--- src/rtl/hte_pkg.sv ---
package hte_pkg;
  typedef enum logic [1:0] {
    MODE_LEAD  = 2'd0,
    MODE_TRAIL = 2'd1,
    MODE_BOTH  = 2'd2,
    MODE_PAIR  = 2'd3
  } edge_mode_e;

  function automatic int drop_bits(input logic [1:0] sel, input int d1, input int d2);
    case (sel)
      2'd0:    drop_bits = 0;
      2'd1:    drop_bits = d1;
      default: drop_bits = d2;
    endcase
  endfunction
endpackage

--- src/rtl/tap_encoder.sv ---
module tap_encoder #(
  parameter int TAPS   = 32,
  parameter int FINE_W = $clog2(TAPS)
) (
  input  logic [TAPS-1:0]   taps,
  output logic [FINE_W-1:0] fine,
  output logic              bubble
);
  localparam int CNT_W = $clog2(TAPS + 1);

  logic [CNT_W-1:0] ones;
  logic             therm;

  always_comb begin
    ones = '0;
    for (int i = 0; i < TAPS; i++) begin
      ones = ones + CNT_W'(taps[i]);
    end
  end

  // thermometer with its low end anchored: adding one clears every set bit
  assign therm  = ((taps & (taps + TAPS'(1))) == '0) && (taps != {TAPS{1'b1}});
  assign bubble = ~therm;
  assign fine   = therm ? ones[FINE_W-1:0] : '0;
endmodule

--- src/rtl/coarse_resolver.sv ---
module coarse_resolver #(
  parameter int FINE_W   = 5,
  parameter int COARSE_W = 12
) (
  input  logic [FINE_W-1:0]   fine,
  input  logic                bubble,
  input  logic [COARSE_W-1:0] cnt_rise,
  input  logic [COARSE_W-1:0] cnt_fall,
  output logic [COARSE_W-1:0] coarse
);
  logic early_half;

  // edge index in the lower half: the rising copy may be mid-transition
  assign early_half = ~bubble & ~fine[FINE_W-1];
  assign coarse     = early_half ? cnt_fall + COARSE_W'(1) : cnt_rise;
endmodule

--- src/rtl/lead_store.sv ---
module lead_store #(
  parameter int CHANNELS = 8,
  parameter int CH_W     = $clog2(CHANNELS),
  parameter int TS_W     = 17
) (
  input  logic            clk,
  input  logic            rst,
  input  logic            wr_en,
  input  logic            clr_en,
  input  logic [CH_W-1:0] chan,
  input  logic [TS_W-1:0] wr_ts,
  input  logic            wr_bub,
  output logic            rd_seen,
  output logic [TS_W-1:0] rd_ts,
  output logic            rd_bub
);
  logic [TS_W-1:0]     ts_q  [CHANNELS];
  logic [CHANNELS-1:0] seen_q;
  logic [CHANNELS-1:0] bub_q;

  for (genvar c = 0; c < CHANNELS; c++) begin : g_slot
    always_ff @(posedge clk) begin
      if (rst) begin
        seen_q[c] <= 1'b0;
        bub_q[c]  <= 1'b0;
        ts_q[c]   <= '0;
      end else if (chan == CH_W'(c)) begin
        if (wr_en) begin
          seen_q[c] <= 1'b1;
          bub_q[c]  <= wr_bub;
          ts_q[c]   <= wr_ts;
        end else if (clr_en) begin
          seen_q[c] <= 1'b0;
        end
      end
    end
  end

  assign rd_seen = seen_q[chan];
  assign rd_ts   = ts_q[chan];
  assign rd_bub  = bub_q[chan];
endmodule

--- src/rtl/hit_time_encoder.sv ---
module hit_time_encoder #(
  parameter int TAPS     = 32,
  parameter int COARSE_W = 12,
  parameter int CHANNELS = 8,
  parameter int WID_W    = 8,
  parameter int DROP_MID = 1,
  parameter int DROP_LOW = 3
) (
  input  logic                                         clk,
  input  logic                                         rst,
  input  logic                                         hit_valid,
  input  logic                                         hit_edge,
  input  logic [$clog2(CHANNELS)-1:0]                  hit_chan,
  input  logic [TAPS-1:0]                              hit_taps,
  input  logic [COARSE_W-1:0]                          cnt_rise,
  input  logic [COARSE_W-1:0]                          cnt_fall,
  input  logic [1:0]                                   res_sel,
  input  logic [1:0]                                   edge_mode,
  output logic                                         out_valid,
  output logic [COARSE_W+$clog2(TAPS)+$clog2(CHANNELS):0] out_word,
  output logic                                         out_bubble
);
  import hte_pkg::*;

  localparam int FINE_W = $clog2(TAPS);
  localparam int CH_W   = $clog2(CHANNELS);
  localparam int TS_W   = COARSE_W + FINE_W;
  localparam int WORD_W = 1 + CH_W + TS_W;
  localparam logic [TS_W-1:0] WID_MAX = TS_W'((1 << WID_W) - 1);

  logic [FINE_W-1:0]   fine_raw, fine_mask, fine;
  logic                bubble;
  logic [COARSE_W-1:0] coarse;
  logic [TS_W-1:0]     ts, lead_ts, diff;
  logic [WID_W-1:0]    width;
  logic                lead_seen, lead_bub;
  logic                store_lead, clear_lead, emit;
  logic [WORD_W-1:0]   word_d;
  logic                bub_d;
  edge_mode_e          mode;

  tap_encoder #(.TAPS(TAPS), .FINE_W(FINE_W)) u_taps (
    .taps(hit_taps), .fine(fine_raw), .bubble(bubble)
  );

  coarse_resolver #(.FINE_W(FINE_W), .COARSE_W(COARSE_W)) u_coarse (
    .fine(fine_raw), .bubble(bubble), .cnt_rise(cnt_rise),
    .cnt_fall(cnt_fall), .coarse(coarse)
  );

  assign fine_mask = FINE_W'({FINE_W{1'b1}} << drop_bits(res_sel, DROP_MID, DROP_LOW));
  assign fine      = fine_raw & fine_mask;
  assign ts        = {coarse, fine};
  assign mode      = edge_mode_e'(edge_mode);

  always_comb begin
    store_lead = 1'b0;
    clear_lead = 1'b0;
    emit       = 1'b0;
    case (mode)
      MODE_LEAD:  emit = hit_valid & ~hit_edge;
      MODE_TRAIL: emit = hit_valid & hit_edge;
      MODE_BOTH:  emit = hit_valid;
      default: begin
        store_lead = hit_valid & ~hit_edge;
        emit       = hit_valid & hit_edge & lead_seen;
        clear_lead = emit;
      end
    endcase
  end

  lead_store #(.CHANNELS(CHANNELS), .CH_W(CH_W), .TS_W(TS_W)) u_store (
    .clk(clk), .rst(rst), .wr_en(store_lead), .clr_en(clear_lead),
    .chan(hit_chan), .wr_ts(ts), .wr_bub(bubble),
    .rd_seen(lead_seen), .rd_ts(lead_ts), .rd_bub(lead_bub)
  );

  assign diff  = ts - lead_ts;
  assign width = (diff > WID_MAX) ? WID_MAX[WID_W-1:0] : diff[WID_W-1:0];

  always_comb begin
    if (mode == MODE_PAIR) begin
      word_d = {1'b1, hit_chan, lead_ts[TS_W-1:WID_W], width};
      bub_d  = bubble | lead_bub;
    end else begin
      word_d = {hit_edge, hit_chan, ts};
      bub_d  = bubble;
    end
  end

  always_ff @(posedge clk) begin
    if (rst) begin
      out_valid  <= 1'b0;
      out_word   <= '0;
      out_bubble <= 1'b0;
    end else begin
      out_valid <= emit;
      if (emit) begin
        out_word   <= word_d;
        out_bubble <= bub_d;
      end
    end
  end


  valid_follows_hit_chk: assert property (@(posedge clk) disable iff (rst)
    out_valid |-> $past(hit_valid));


  chan_carried_chk: assert property (@(posedge clk) disable iff (rst)
    out_valid |-> out_word[WORD_W-2 -: CH_W] == $past(hit_chan));


  pair_flag_chk: assert property (@(posedge clk) disable iff (rst)
    (out_valid && $past(edge_mode) == 2'd3) |-> out_word[WORD_W-1]);


  lead_only_chk: assert property (@(posedge clk) disable iff (rst)
    (out_valid && $past(edge_mode) == 2'd0) |-> !out_word[WORD_W-1]);


  bubble_zero_fine_chk: assert property (@(posedge clk) disable iff (rst)
    (out_valid && out_bubble && $past(edge_mode) != 2'd3) |-> out_word[FINE_W-1:0] == '0);


  coarse_res_chk: assert property (@(posedge clk) disable iff (rst)
    (out_valid && $past(edge_mode) != 2'd3 && $past(res_sel) >= 2'd2)
      |-> out_word[DROP_LOW-1:0] == '0);
endmodule

--- config.mk ---
export PLATFORM = sky130hd
export DESIGN_NAME = hit_time_encoder
export DESIGN_NICKNAME = d
export VERILOG_FILES = /design/src/rtl/hte_pkg.sv /design/src/rtl/tap_encoder.sv /design/src/rtl/coarse_resolver.sv /design/src/rtl/lead_store.sv /design/src/rtl/hit_time_encoder.sv
export SDC_FILE = /design/constraint.sdc
export NUM_CORES = 1
export LEC_CHECK = 0
export BUFFER_PORTS_ARGS = -buffer_cell sky130_fd_sc_hd__clkbuf_2
export CAP_MARGIN = 20
export CORE_MARGIN = 1.5
export CORE_UTILIZATION = 60
export CTS_CLUSTER_SIZE = 10
export DETAILED_ROUTE_END_ITERATION = 8
export GPL_TIMING_DRIVEN = 0
export MAX_ROUTING_LAYER = met4
export PLACE_DENSITY_LB_ADDON = 0.08
export SKIP_LAST_GASP = 1
export SYNTH_ARGS = -nofsm -noshare
export SYNTH_HDL_FRONTEND = slang
export SYNTH_SLANG_ARGS = --single-unit
--- constraint.sdc ---
create_clock -name clk -period 17.7 [get_ports clk]
set_input_delay 2.655 -clock clk [delete_from_list [all_inputs] [get_ports clk]]
set_output_delay 2.655 -clock clk [all_outputs]
set_load 0.02 [all_outputs]
==> results_dict.tcl <==
set metrics [dict create \
    cp_num_buf_inv 10 \
    critPathLaunchType "input pin" \
    intPower_mw 0.840 \
    nets 1133 \
    yosys_warnings 0 \
    antenna_left 0 \
    io_buffers 86 \
    mostFrequentLayoutCells "nor2_1 (186), edfxtp_1 (136), clkbuf_2 (86)" \
    crit_type "in2reg" \
    place_congestion 0.925 \
    fin_util_pct 69.1 \
    cts-hold-fix-buffers 0 \
    dieArea_sq_mm 0.0176 \
    synthSimpleGateAreaFrac_pct 14.2 \
    seqCellArea_sq_mm 0.00486 \
    num_io_pins 90 \
    cts_buffer_depth 2 \
    rsz0062_at_grt "no" \
    synth_cell_types 60 \
    status "completed" \
    overflow 0 \
    antenna_cells 0 \
    synth_fa_ha_area_share_pct 8.21 \
    drt_wl_total_mm 25.7 \
    dp_hpwl_mm 18.1 \
    rows 47 \
    p_clk_share_pct 31.8 \
    synth_edf_count 136 \
    reg2regPathDepth 14 \
    detailedPlace.worstSlack_ns 5.60 \
    min_path_type "reg2reg" \
    cpLargestDelayFamily "adder cells" \
    seqPwrFrac_pct 38.3 \
    syn_area_sq_mm 0.0101 \
    numCtsBuffers 17 \
    grt_pass1_vias 7415 \
    fmax_ghz 0.0863 \
    worst_slack_ns 6.11 \
    hold_slack_ns 0.478 \
    synth_top_family_by_area "simple AND/OR/NAND/NOR gates" \
    max-slew-margin-rel_pct 26.2 \
    start_util_pct 61.1 \
    final_common_cell "nor2_1" \
    synth_ff_type "edfxtp_1" \
    path_clk_slew_ns 0.06 \
    fillers 1245 \
    yosysSeqAreaShare_pct 48.3 \
    syn2layout_area_growth_pct 13.1 \
    slew_violations 0 \
    p_leak_nw 4.48 \
    drv_cap 0 \
    synth_xor_area_share_pct 2.26 \
    clock-sinks 175 \
    ys_async_sr_fraction_pct 0 \
    syn_nets 1027 \
    final.period_utilization_pct 65.5 \
    hp-start "out_word[0]" \
    fin_tns_setup_ns 0 \
    root_buffer "clkbuf_16" \
    grt_pass1_wl_mm 40.7 \
    reg2reg_to "out_word[3]" \
    setup_viol 0 \
    core-area_sq_mm 0.0165 \
    ctsResizeCount 0 \
    r2r_start "u_store.ts_q[6][1]" \
    multiInputGateArea_sq_mm 0.00479 \
    worst_setup_path_end_kind "flip-flop" \
    worstPathMaxFanout 10 \
    grt_max_degree 19 \
    p_sw_share_pct 31.5 \
    cts_tree "done" \
    post_drt_wl_per_cell_um 20.6 \
    worstHoldPathCells 2 \
    viasPerCell 6.10 \
    crit_required_ns 18.01 \
    min_to "out_word[0]" \
    htree_levels 4 \
    rrSetupSlack_ns 13.27 \
    synth_compound_area_share_pct 9.48 \
    post_cts_buffers 0 \
    max_stage_delay_ns 0.56 \
    slowest_stage "fa_1" \
    crit_top_cell "fa_1" \
    die_h_um 133 \
    tightest_slew_ns 1.11 \
    crit_arrival_ns 11.89 \
    finalHoldViolCount 0 \
    layout-drive-gt1-share_pct 17.1 \
    first_pass_iters 7 \
    worstSkewPairLatency_ns 0.45 \
    post-route-min-period_ns 11.59 \
    grt.total_usage_pct 31.8 \
    synthMuxAreaShare_pct 13.4 \
    route.detailed.drc 0 \
    num_vias 7609 \
    p_per_area_mw_per_mm2 108 \
    drt-initial-drc-count 660 \
    power_frac_comb_pct 29.8 \
    ys_seq_elements 175 \
    switchingPower_mw 0.386 \
    die_w_um 133 \
    peakVddDrop_v 0.000164 \
    fin_worst_skew_ns 0.0155 \
    syn_inst 909 \
    syn_area_per_cell_sq_um 11.1 \
    antenna_found_initial 0 \
]
[worst register-to-register path, stage by stage (launching register included)]
cell	delay, ns
edfxtp_1	0.37
mux4_2	0.47
mux2i_1	0.42
ha_1	0.32
nor2b_1	0.12
o21ai_0	0.21
a21boi_0	0.16
o21ai_0	0.33
a21oi_1	0.26
a211oi_1	0.40
o21ai_0	0.22
mux2i_1	0.19
o211ai_1	0.14
nor4_4	0.53
o21ai_0	0.17
[metrics by stage]
stage          instances  area [sq um]  total power [mW]
2_1_floorplan        909         10100             0.751
3_3_place_gp        1215         10800             0.835
3_5_place_dp        1215         10800             0.844
4_1_cts             1247         11400              1.23
5_1_grt             1248         11400              1.29
6_report            1248         11400              1.23
[cell type report]
| class | instances | share of cell area [%] |
|---|---|---|
| Multi-Input combinational cell | 626 | 42.1 |
| Clock buffer | 18 | 3.77 |
| Sequential cell | 175 | 42.7 |
| Buffer | 39 | 1.30 |
| Clock inverter | 14 | 1.56 |
| Tap cell | 220 | 2.42 |
| Timing Repair Buffer | 87 | 3.85 |
| Inverter | 69 | 2.28 |
[sequential cells by signal, summed over array words and instances (netlist names)]
| signal | count |
|---|---|
| u_store.ts_q | 136 |
| out_word | 21 |
| u_store.seen_q | 8 |
| u_store.bub_q | 8 |
| out_valid | 1 |
| out_bubble | 1 |
[synth_stat cells, types with 5 or more instances]
cell      number  share of area [%]
nor2b_1        8               0.50
nand4_1        9               0.56
a211oi_1       5               0.37
clkbuf_1      32                1.2
mux2i_1       45                4.5
o21ai_0       33                1.6
nor3_1         8               0.40
a21o_1        16                1.2
ha_1          26                3.2
nand3_1       13               0.65
nor2_1       186                6.9
edfxtp_1     136                 41
o41ai_1        5               0.44
xnor2_1       17                1.5
nand2b_1       8               0.50
xor2_1         9               0.78
and3_1         8               0.50
a21oi_2        8               0.70
a21oi_1       22                1.1
nand2_1       58                2.2
fa_1          25                5.0
or4_1          5               0.37
o22ai_1        8               0.50
buf_1          6               0.22
inv_1         69                2.6
dfxtp_1       39                7.8
a22oi_1        6               0.45
mux4_2        38                8.5
[power by group through the flow]
stage / sequential (mW) / clock [mW] / combinational [mW]
detailed placement: 0.478 / 0 / 0.366
floorplan: 0.480 / 0 / 0.271
finish: 0.470 / 0.390 / 0.366
CTS: 0.470 / 0.388 / 0.368
global route: 0.472 / 0.403 / 0.418
global placement: 0.477 / 0 / 0.358
[logic make-up (layout without fill, tap and decap cells)]
family	Yosys count	in the layout
simple gates	323	323
mux	86	86
fa+ha+maj	51	51
compound gates	140	140
buf+inv	108	227
xor+xnor	26	26
flops	175	175
[worst max path at each step]
stage	start	slack [ns]	to	depth (start not counted)
6_report	hit_taps[0]	6.11	out_word[3]	35
2_1_floorplan	hit_taps[0]	7.05	out_word[1]	34
5_1_grt	hit_taps[0]	5.26	out_word[1]	35
3_3_place_gp	hit_taps[0]	5.67	out_word[3]	35
3_5_place_dp	hit_taps[0]	5.60	out_word[7]	35
4_1_cts	hit_taps[0]	6.04	out_word[3]	35
[metal layers]
layer / vias up / part of all wire, % / track usage, %
met2: 365 / 49 / 51.0
met3: 35 / 7.7 / 4.94
met5: - / 0 / -
met1: 3720 / 42 / 42.4
met4: 0 / 1.9 / 9.52
li1: 3489 / - / -
No activity file was read; power rests on OpenSTA's default activity.
